## src/rtl/bcdadj_pkg.sv

```systemverilog
package bcdadj_pkg;
  localparam int BYTE_W  = 8;
  localparam int NIB_W   = 4;
  localparam int FLAG_N  = 5;

  typedef enum logic [2:0] {
    OP_UNP_ADD = 3'd0,
    OP_UNP_SUB = 3'd1,
    OP_PCK_ADD = 3'd2,
    OP_PCK_SUB = 3'd3,
    OP_SPLIT   = 3'd4,
    OP_MERGE   = 3'd5
  } adj_op_e;

  localparam int VB_CARRY = 0;
  localparam int VB_PAR   = 1;
  localparam int VB_AUX   = 2;
  localparam int VB_ZERO  = 3;
  localparam int VB_SIGN  = 4;

  typedef struct packed {
    logic [BYTE_W-1:0] lo;
    logic [BYTE_W-1:0] hi;
    logic              aux;
    logic              carry;
  } adj_res_t;
endpackage

```

## src/rtl/unpacked_adj.sv

```systemverilog
module unpacked_adj
  import bcdadj_pkg::*;
#(
  parameter int DIGIT_MAX = 9
) (
  input  logic              sub_mode,
  input  logic [BYTE_W-1:0] lo_in,
  input  logic [BYTE_W-1:0] hi_in,
  input  logic              aux_in,
  output adj_res_t          res
);
  localparam logic [BYTE_W-1:0] STEP    = BYTE_W'(DIGIT_MAX - 3);
  localparam logic [BYTE_W-1:0] LO_MASK = BYTE_W'((1 << NIB_W) - 1);

  logic              fix;
  logic [BYTE_W-1:0] lo_corr;

  always_comb begin
    fix     = (32'(lo_in[NIB_W-1:0]) > DIGIT_MAX) || aux_in;
    lo_corr = lo_in;
    res.hi  = hi_in;
    if (fix) begin
      lo_corr = sub_mode ? (lo_in - STEP) : (lo_in + STEP);
      res.hi  = sub_mode ? (hi_in - 1'b1) : (hi_in + 1'b1);
    end
    res.lo    = lo_corr & LO_MASK;
    res.aux   = fix;
    res.carry = fix;
  end

  always_comb begin
    a_r2_upper_clear: assert (res.lo[BYTE_W-1:NIB_W] == '0)
      else $error("unpacked result has upper nibble set");
    a_r2_flags_equal: assert (res.aux == res.carry)
      else $error("unpacked aux and carry differ");
  end
endmodule

```

## src/rtl/packed_adj.sv

```systemverilog
module packed_adj
  import bcdadj_pkg::*;
#(
  parameter int DIGIT_MAX = 9
) (
  input  logic              sub_mode,
  input  logic [BYTE_W-1:0] lo_in,
  input  logic [BYTE_W-1:0] hi_in,
  input  logic              aux_in,
  input  logic              carry_in,
  output adj_res_t          res
);
  localparam logic [BYTE_W-1:0] LO_STEP = BYTE_W'(DIGIT_MAX - 3);
  localparam logic [BYTE_W-1:0] HI_STEP = LO_STEP << NIB_W;
  localparam logic [BYTE_W-1:0] UPPER   = BYTE_W'((DIGIT_MAX << NIB_W) | DIGIT_MAX);

  logic              lo_fix, hi_fix;
  logic [BYTE_W-1:0] delta;

  always_comb begin
    lo_fix    = (32'(lo_in[NIB_W-1:0]) > DIGIT_MAX) || aux_in;
    hi_fix    = (lo_in > UPPER) || carry_in;
    delta     = (lo_fix ? LO_STEP : '0) | (hi_fix ? HI_STEP : '0);
    res.lo    = sub_mode ? (lo_in - delta) : (lo_in + delta);
    res.hi    = hi_in;
    res.aux   = lo_fix;
    res.carry = hi_fix;
  end

  always_comb begin
    a_r4_carry_forces_high: assert (!carry_in || res.carry)
      else $error("incoming carry did not force high step");
    a_r4_aux_forces_low: assert (!aux_in || res.aux)
      else $error("incoming aux did not force low step");
  end
endmodule

```

## src/rtl/radix_adj.sv

```systemverilog
module radix_adj
  import bcdadj_pkg::*;
#(
  parameter int RADIX = 10
) (
  input  logic              merge_mode,
  input  logic [BYTE_W-1:0] lo_in,
  input  logic [BYTE_W-1:0] hi_in,
  output adj_res_t          res
);
  localparam int PROD_W = 2 * BYTE_W;
  localparam logic [BYTE_W-1:0] RDX = BYTE_W'(RADIX);

  logic [PROD_W-1:0] prod;
  logic [BYTE_W-1:0] quot, rem;

  always_comb begin
    quot = lo_in / RDX;
    rem  = lo_in % RDX;
    prod = PROD_W'(hi_in) * PROD_W'(RDX) + PROD_W'(lo_in);
    if (merge_mode) begin
      res.lo = prod[BYTE_W-1:0];
      res.hi = '0;
    end else begin
      res.lo = rem;
      res.hi = quot;
    end
    res.aux   = 1'b0;
    res.carry = 1'b0;
  end

  always_comb begin
    if (!merge_mode) begin
      a_r6_split_rebuilds: assert (PROD_W'(res.hi) * PROD_W'(RDX) + PROD_W'(res.lo) == PROD_W'(lo_in)
                                   && res.lo < RDX)
        else $error("split digits do not rebuild the input");
    end else begin
      a_r7_merge_hi_zero: assert (res.hi == '0)
        else $error("merge left high byte nonzero");
    end
  end
endmodule

```

## src/rtl/bcd_adjust_unit.sv

```systemverilog
module bcd_adjust_unit
  import bcdadj_pkg::*;
#(
  parameter int RADIX = 10
) (
  input  logic [2:0]        op_sel,
  input  logic [BYTE_W-1:0] al_in,
  input  logic [BYTE_W-1:0] ah_in,
  input  logic              af_in,
  input  logic              cf_in,
  output logic [BYTE_W-1:0] al_out,
  output logic [BYTE_W-1:0] ah_out,
  output logic              af_out,
  output logic              cf_out,
  output logic              sf_out,
  output logic              zf_out,
  output logic              pf_out,
  output logic [FLAG_N-1:0] flag_valid
);
  localparam int DIGIT_MAX = RADIX - 1;

  adj_res_t unp_r, pck_r, rdx_r, sel_r;

  unpacked_adj #(.DIGIT_MAX(DIGIT_MAX)) u_unp (
    .sub_mode (op_sel == OP_UNP_SUB),
    .lo_in    (al_in),
    .hi_in    (ah_in),
    .aux_in   (af_in),
    .res      (unp_r)
  );

  packed_adj #(.DIGIT_MAX(DIGIT_MAX)) u_pck (
    .sub_mode (op_sel == OP_PCK_SUB),
    .lo_in    (al_in),
    .hi_in    (ah_in),
    .aux_in   (af_in),
    .carry_in (cf_in),
    .res      (pck_r)
  );

  radix_adj #(.RADIX(RADIX)) u_rdx (
    .merge_mode (op_sel == OP_MERGE),
    .lo_in      (al_in),
    .hi_in      (ah_in),
    .res        (rdx_r)
  );

  always_comb begin
    flag_valid = '0;
    unique case (op_sel)
      OP_UNP_ADD, OP_UNP_SUB: begin
        sel_r = unp_r;
        flag_valid[VB_AUX]   = 1'b1;
        flag_valid[VB_CARRY] = 1'b1;
      end
      OP_PCK_ADD, OP_PCK_SUB: begin
        sel_r = pck_r;
        flag_valid = '1;
      end
      OP_SPLIT, OP_MERGE: begin
        sel_r = rdx_r;
        flag_valid[VB_SIGN] = 1'b1;
        flag_valid[VB_ZERO] = 1'b1;
        flag_valid[VB_PAR]  = 1'b1;
      end
      default: begin
        sel_r = '{lo: al_in, hi: ah_in, aux: 1'b0, carry: 1'b0};
      end
    endcase
  end

  always_comb begin
    al_out = sel_r.lo;
    ah_out = sel_r.hi;
    af_out = sel_r.aux;
    cf_out = sel_r.carry;
    sf_out = sel_r.lo[BYTE_W-1];
    zf_out = (sel_r.lo == '0);
    pf_out = ~^sel_r.lo;
  end

  always_comb begin
    a_r9_mask_class: assert ((op_sel > 3'd5) ? (flag_valid == '0)
                             : (flag_valid[VB_SIGN] == flag_valid[VB_ZERO]))
      else $error("flag mask inconsistent with op class");
    a_r10_reserved_pass: assert (op_sel <= 3'd5 || (al_out == al_in && ah_out == ah_in
                                 && !af_out && !cf_out))
      else $error("reserved code altered state");
  end
endmodule

```

## config.mk

```make
export PLATFORM = sky130hd
export DESIGN_NAME = bcd_adjust_unit
export DESIGN_NICKNAME = d
export VERILOG_FILES = /design/src/rtl/bcdadj_pkg.sv /design/src/rtl/unpacked_adj.sv /design/src/rtl/packed_adj.sv /design/src/rtl/radix_adj.sv /design/src/rtl/bcd_adjust_unit.sv
export SDC_FILE = /design/constraint.sdc
export NUM_CORES = 1
export LEC_CHECK = 0
export CAP_MARGIN = 20
export CORE_UTILIZATION = 60
export DETAILED_ROUTE_END_ITERATION = 6
export PLACE_DENSITY = 0.92
export RECOVER_POWER = 100
export SLEW_MARGIN = 20
export SYNTH_ARGS = -nofsm -noshare
export SYNTH_HDL_FRONTEND = slang
export SYNTH_SLANG_ARGS = --single-unit
```

## constraint.sdc

```tcl
create_clock -name vclk -period 12.65
set_clock_uncertainty 0.1 [all_clocks]
set_input_delay 3.1625 -clock vclk [all_inputs]
set_output_delay 3.1625 -clock vclk [all_outputs]
set_load 0.01 [all_outputs]
```

==> reports/metrics.sh <==
OUTCOME='finished, violations left'
FAILING_CHECKS='capacitance limit, slew limit'
SYN_INST=316
FF_LATCH_AREA_UM2=0
WL_CELL_UM=17.0
PIN_COUNT_OF_THE_BIGGEST_NET_ENTERING_GLOBAL_ROUTING=27
HPWLAFTERDP_UM=5260
GRT_USE_TOTAL_PCT=33.5
NETLIST-CELL-TYPE-COUNT=65
CELL_INTERNAL_PWR_W=0.0000744
STARTPOINT_TYPE='input pin'
CP-END-KIND='output port'
TOP_LIBRARY_CELLS_BY_USAGE_IN_THE_LAYOUT_FILL_AND_TAPS_ASIDE='sky130_fd_sc_hd__ha_1 (37), sky130_fd_sc_hd__nand2_1 (28), sky130_fd_sc_hd__o21ai_0 (26), sky130_fd_sc_hd__clkdlybuf4s50_1 (26), sky130_fd_sc_hd__a21oi_1 (24)'
HOLDWS_NS=7.33
LAYOUT-DRIVE-GT1-SHARE_PCT=3.20
TIMING.HOLD.WORST.CLASS='in -> out'
AVGVIACOUNTPERCELL=6.50
POST_CTS_RESIZED=0
YS.WARNINGS.COUNT=0
POWER_PER_CELL_AREA_nW_PER_UM2=56.5
SETUP-TNS-FINAL_NS=0
DRT_DRC_VIOLATIONS_LEFT=0
TIMING_HOLD_VIOLATIONS_FINAL=0
GRT_SETUP_UNREPAIRED='false'
CTS-HOLD-FIX-BUFFERS=0
SYN_AREA_PER_CELL_UM2=7.30
FINALNETCOUNT=408
CTS_SETUP_BUFFERS=0
MET3_LENGTH_UM=392
MIN_PERIOD_OVER_PERIOD_PCT=90.1
TIMING.FINAL.SETUP_VIOLATIONS=0
DOMINANT_CELL_TYPE_BY_AREA_AFTER_SYNTHESIS='sky130_fd_sc_hd__ha_1'
POWER.COMBINATIONAL.FRACTION_PCT=100.0
FP.DIEW_UM=64.0
MAX_FREQ_MHz=87.8
DRTITER0DRC=244
P_CLK_SHARE_PCT=0
SLEW_VIOLATIONS=13
TIMING.CRITICAL_PATH.ARRIVAL_NS=8.13
TIMING.MAX_SLEW.REL_SLACK_PCT=-10.1
NUMBER_OF_TOP_LEVEL_PINS=47
CORE_REGION_AREA_UM2=3660
FINAL.CLKBUF_COUNT=0
MIN_PERIOD_NS=11.39
NETLIST_AREA_BEFORE_PLACEMENT_UM2=2310
DRV_CAP=1
ROUTED_WIRELENGTH_UM=6650
SYNTH-SEQ-AREA-SHARE_PCT=0
DIE_H_UM=64.0
DR.PASS1.ITERS=4
FINAL_CORE_UTIL_PCT=74.8
PORT_BUFFERS=47
FINAL_CRITICAL_PATH_SETUP_SLACK_NS=1.26
SWITCHING_SHARE_PCT=52.0
SYN_TO_FINAL_GROWTH_PCT=18.8
GLOBALROUTEOVERFLOWTOTAL=0
NUM_VIAS=2547
REQUIRED_NS=9.39
HIGHEST_ROUTED_METAL_LAYER='met4'
FIRST_GLOBAL_VIAS=2493
COUNT_OF_FILLER_CELLS_INSERTED_IN_THE_LAYOUT=275
SEQPWRFRAC_PCT=0
FP.DIEAREA_UM2=4100
ROW_COUNT=22
DRTANTENNAVIOLNETS=0
MET1_LENGTH_UM=2740
MAX-VDD-IR-DROP_mV=0.0470
GRT_PASS1_WL_UM=11100
SYN-NUM-NETS=378
YOSYS.AREA.TOP_TYPE_SHARE_PCT=20.1
HOLD_DEPTH=4
SYNTH.TOP_CELLS.BY_AREA='sky130_fd_sc_hd__ha_1 (20%), sky130_fd_sc_hd__xnor2_1 (7.6%), sky130_fd_sc_hd__o21ai_0 (5.4%)'
DPL_WORST_SLACK_NS=1.67
P_SW_W=0.0000805
FLOORPLAN.INITIALDENSITY_PCT=63.0
WORSTSETUPPATHTYPE='in -> out'
NUM_ANTENNA_CELLS=0
LAYOUT_COMMONEST_CELL='sky130_fd_sc_hd__ha_1'
FIN_TOTAL_PWR_W=0.000155
MAXIMUM_FANOUT_ENCOUNTERED_ON_THE_CRITICAL_TIMING_PATH=24
PIN_SLEW_WITH_THE_LEAST_HEADROOM_TO_ITS_LIMIT_NS=1.65
POWER.LEAKAGE_nW=1.17
INITIAL_ANTENNA_VIOLATION_COUNT=0
MET2_WL_POST_DR_UM=3330
PLACER_CONGESTION_ESTIMATE=0.915
NFLOPSANDLATCHES=0
## path summary, 6_finish.rpt
path | start | end | slack [ns]
hold / removal | ah_in[7] | ah_out[7] | 7.33
setup / recovery | al_in[3] | pf_out | 1.26
## final cells by class
type                            count  area (um2)  area share [%]
Tap cell                           48        60.1            2.19
Timing Repair Buffer               50         493            18.0
Inverter                           16        60.1            2.19
Multi-Input combinational cell    278        2130            77.6
## synth_stat cells, types with 4 or more instances
cell type                  number
sky130_fd_sc_hd__nor2b_1        4
sky130_fd_sc_hd__nor2_1        13
sky130_fd_sc_hd__xor2_1        10
sky130_fd_sc_hd__o21a_1         7
sky130_fd_sc_hd__buf_2          8
sky130_fd_sc_hd__a221o_1        4
sky130_fd_sc_hd__nand2_1       28
sky130_fd_sc_hd__xnor2_1       20
sky130_fd_sc_hd__fa_1           4
sky130_fd_sc_hd__buf_4          4
sky130_fd_sc_hd__a21oi_1       24
sky130_fd_sc_hd__clkbuf_1       8
sky130_fd_sc_hd__a22oi_1        5
sky130_fd_sc_hd__ha_1          37
sky130_fd_sc_hd__inv_1         15
sky130_fd_sc_hd__o31ai_1        4
sky130_fd_sc_hd__nor3_1         4
sky130_fd_sc_hd__nand2b_1       7
sky130_fd_sc_hd__o21ai_0       25
sky130_fd_sc_hd__a21o_1         6
sky130_fd_sc_hd__nor3b_1        4
sky130_fd_sc_hd__a221oi_1       6
## stage by stage
| step | cells | cell area, um2 |
|---|---|---|
| 4_1_cts | 392 | 2740 |
| 2_1_floorplan | 316 | 2310 |
| 3_5_place_dp | 392 | 2740 |
| 5_1_grt | 392 | 2740 |
| 3_3_place_gp | 392 | 2740 |
| 6_report | 392 | 2740 |
## kinds of logic (layout without fill, tap and decap cells)
logic type	Yosys count	in the layout	share of synthesized area [%]
AND/OR/NAND/NOR	87	87	21.1
AO/OA/AOI/OAI	114	114	33.4
XOR/XNOR	31	31	12.1
buffers and inverters	38	66	7.60
multiplexers	5	5	2.28
adder cells (fa/ha/maj)	41	41	23.5
## worst max-delay path, cell delays in order
cell	delay [ns]
sky130_fd_sc_hd__dlygate4sd3_1	1.08
sky130_fd_sc_hd__o21ai_0	0.25
sky130_fd_sc_hd__nand2b_1	0.36
sky130_fd_sc_hd__inv_1	0.22
sky130_fd_sc_hd__or2_2	0.36
sky130_fd_sc_hd__ha_1	0.35
sky130_fd_sc_hd__o21a_1	0.15
sky130_fd_sc_hd__o21ai_0	0.29
sky130_fd_sc_hd__nor4bb_1	0.33
sky130_fd_sc_hd__nor2_1	0.10
sky130_fd_sc_hd__a32o_1	0.23
sky130_fd_sc_hd__ha_1	0.31
sky130_fd_sc_hd__xnor2_1	0.19
sky130_fd_sc_hd__xnor2_1	0.13
sky130_fd_sc_hd__dlygate4sd3_1	0.61
## per-layer routing
metal,up-vias,GRT usage (%)
li1,1234,-
met1,1193,41.0
met2,99,62.4
met3,21,1.25
met4,0,9.66
met5,-,0
## power by group through the flow
stage | Clock (W) | Sequential, W | Combinational [W]
3_5_place_dp | 0 | 0 | 0.000157
3_3_place_gp | 0 | 0 | 0.000153
2_1_floorplan | 0 | 0 | 0.000104
5_1_grt | 0 | 0 | 0.000169
4_1_cts | 0 | 0 | 0.000158
6_report | 0 | 0 | 0.000155
Note: power is estimated with default switching activity, not from simulation.
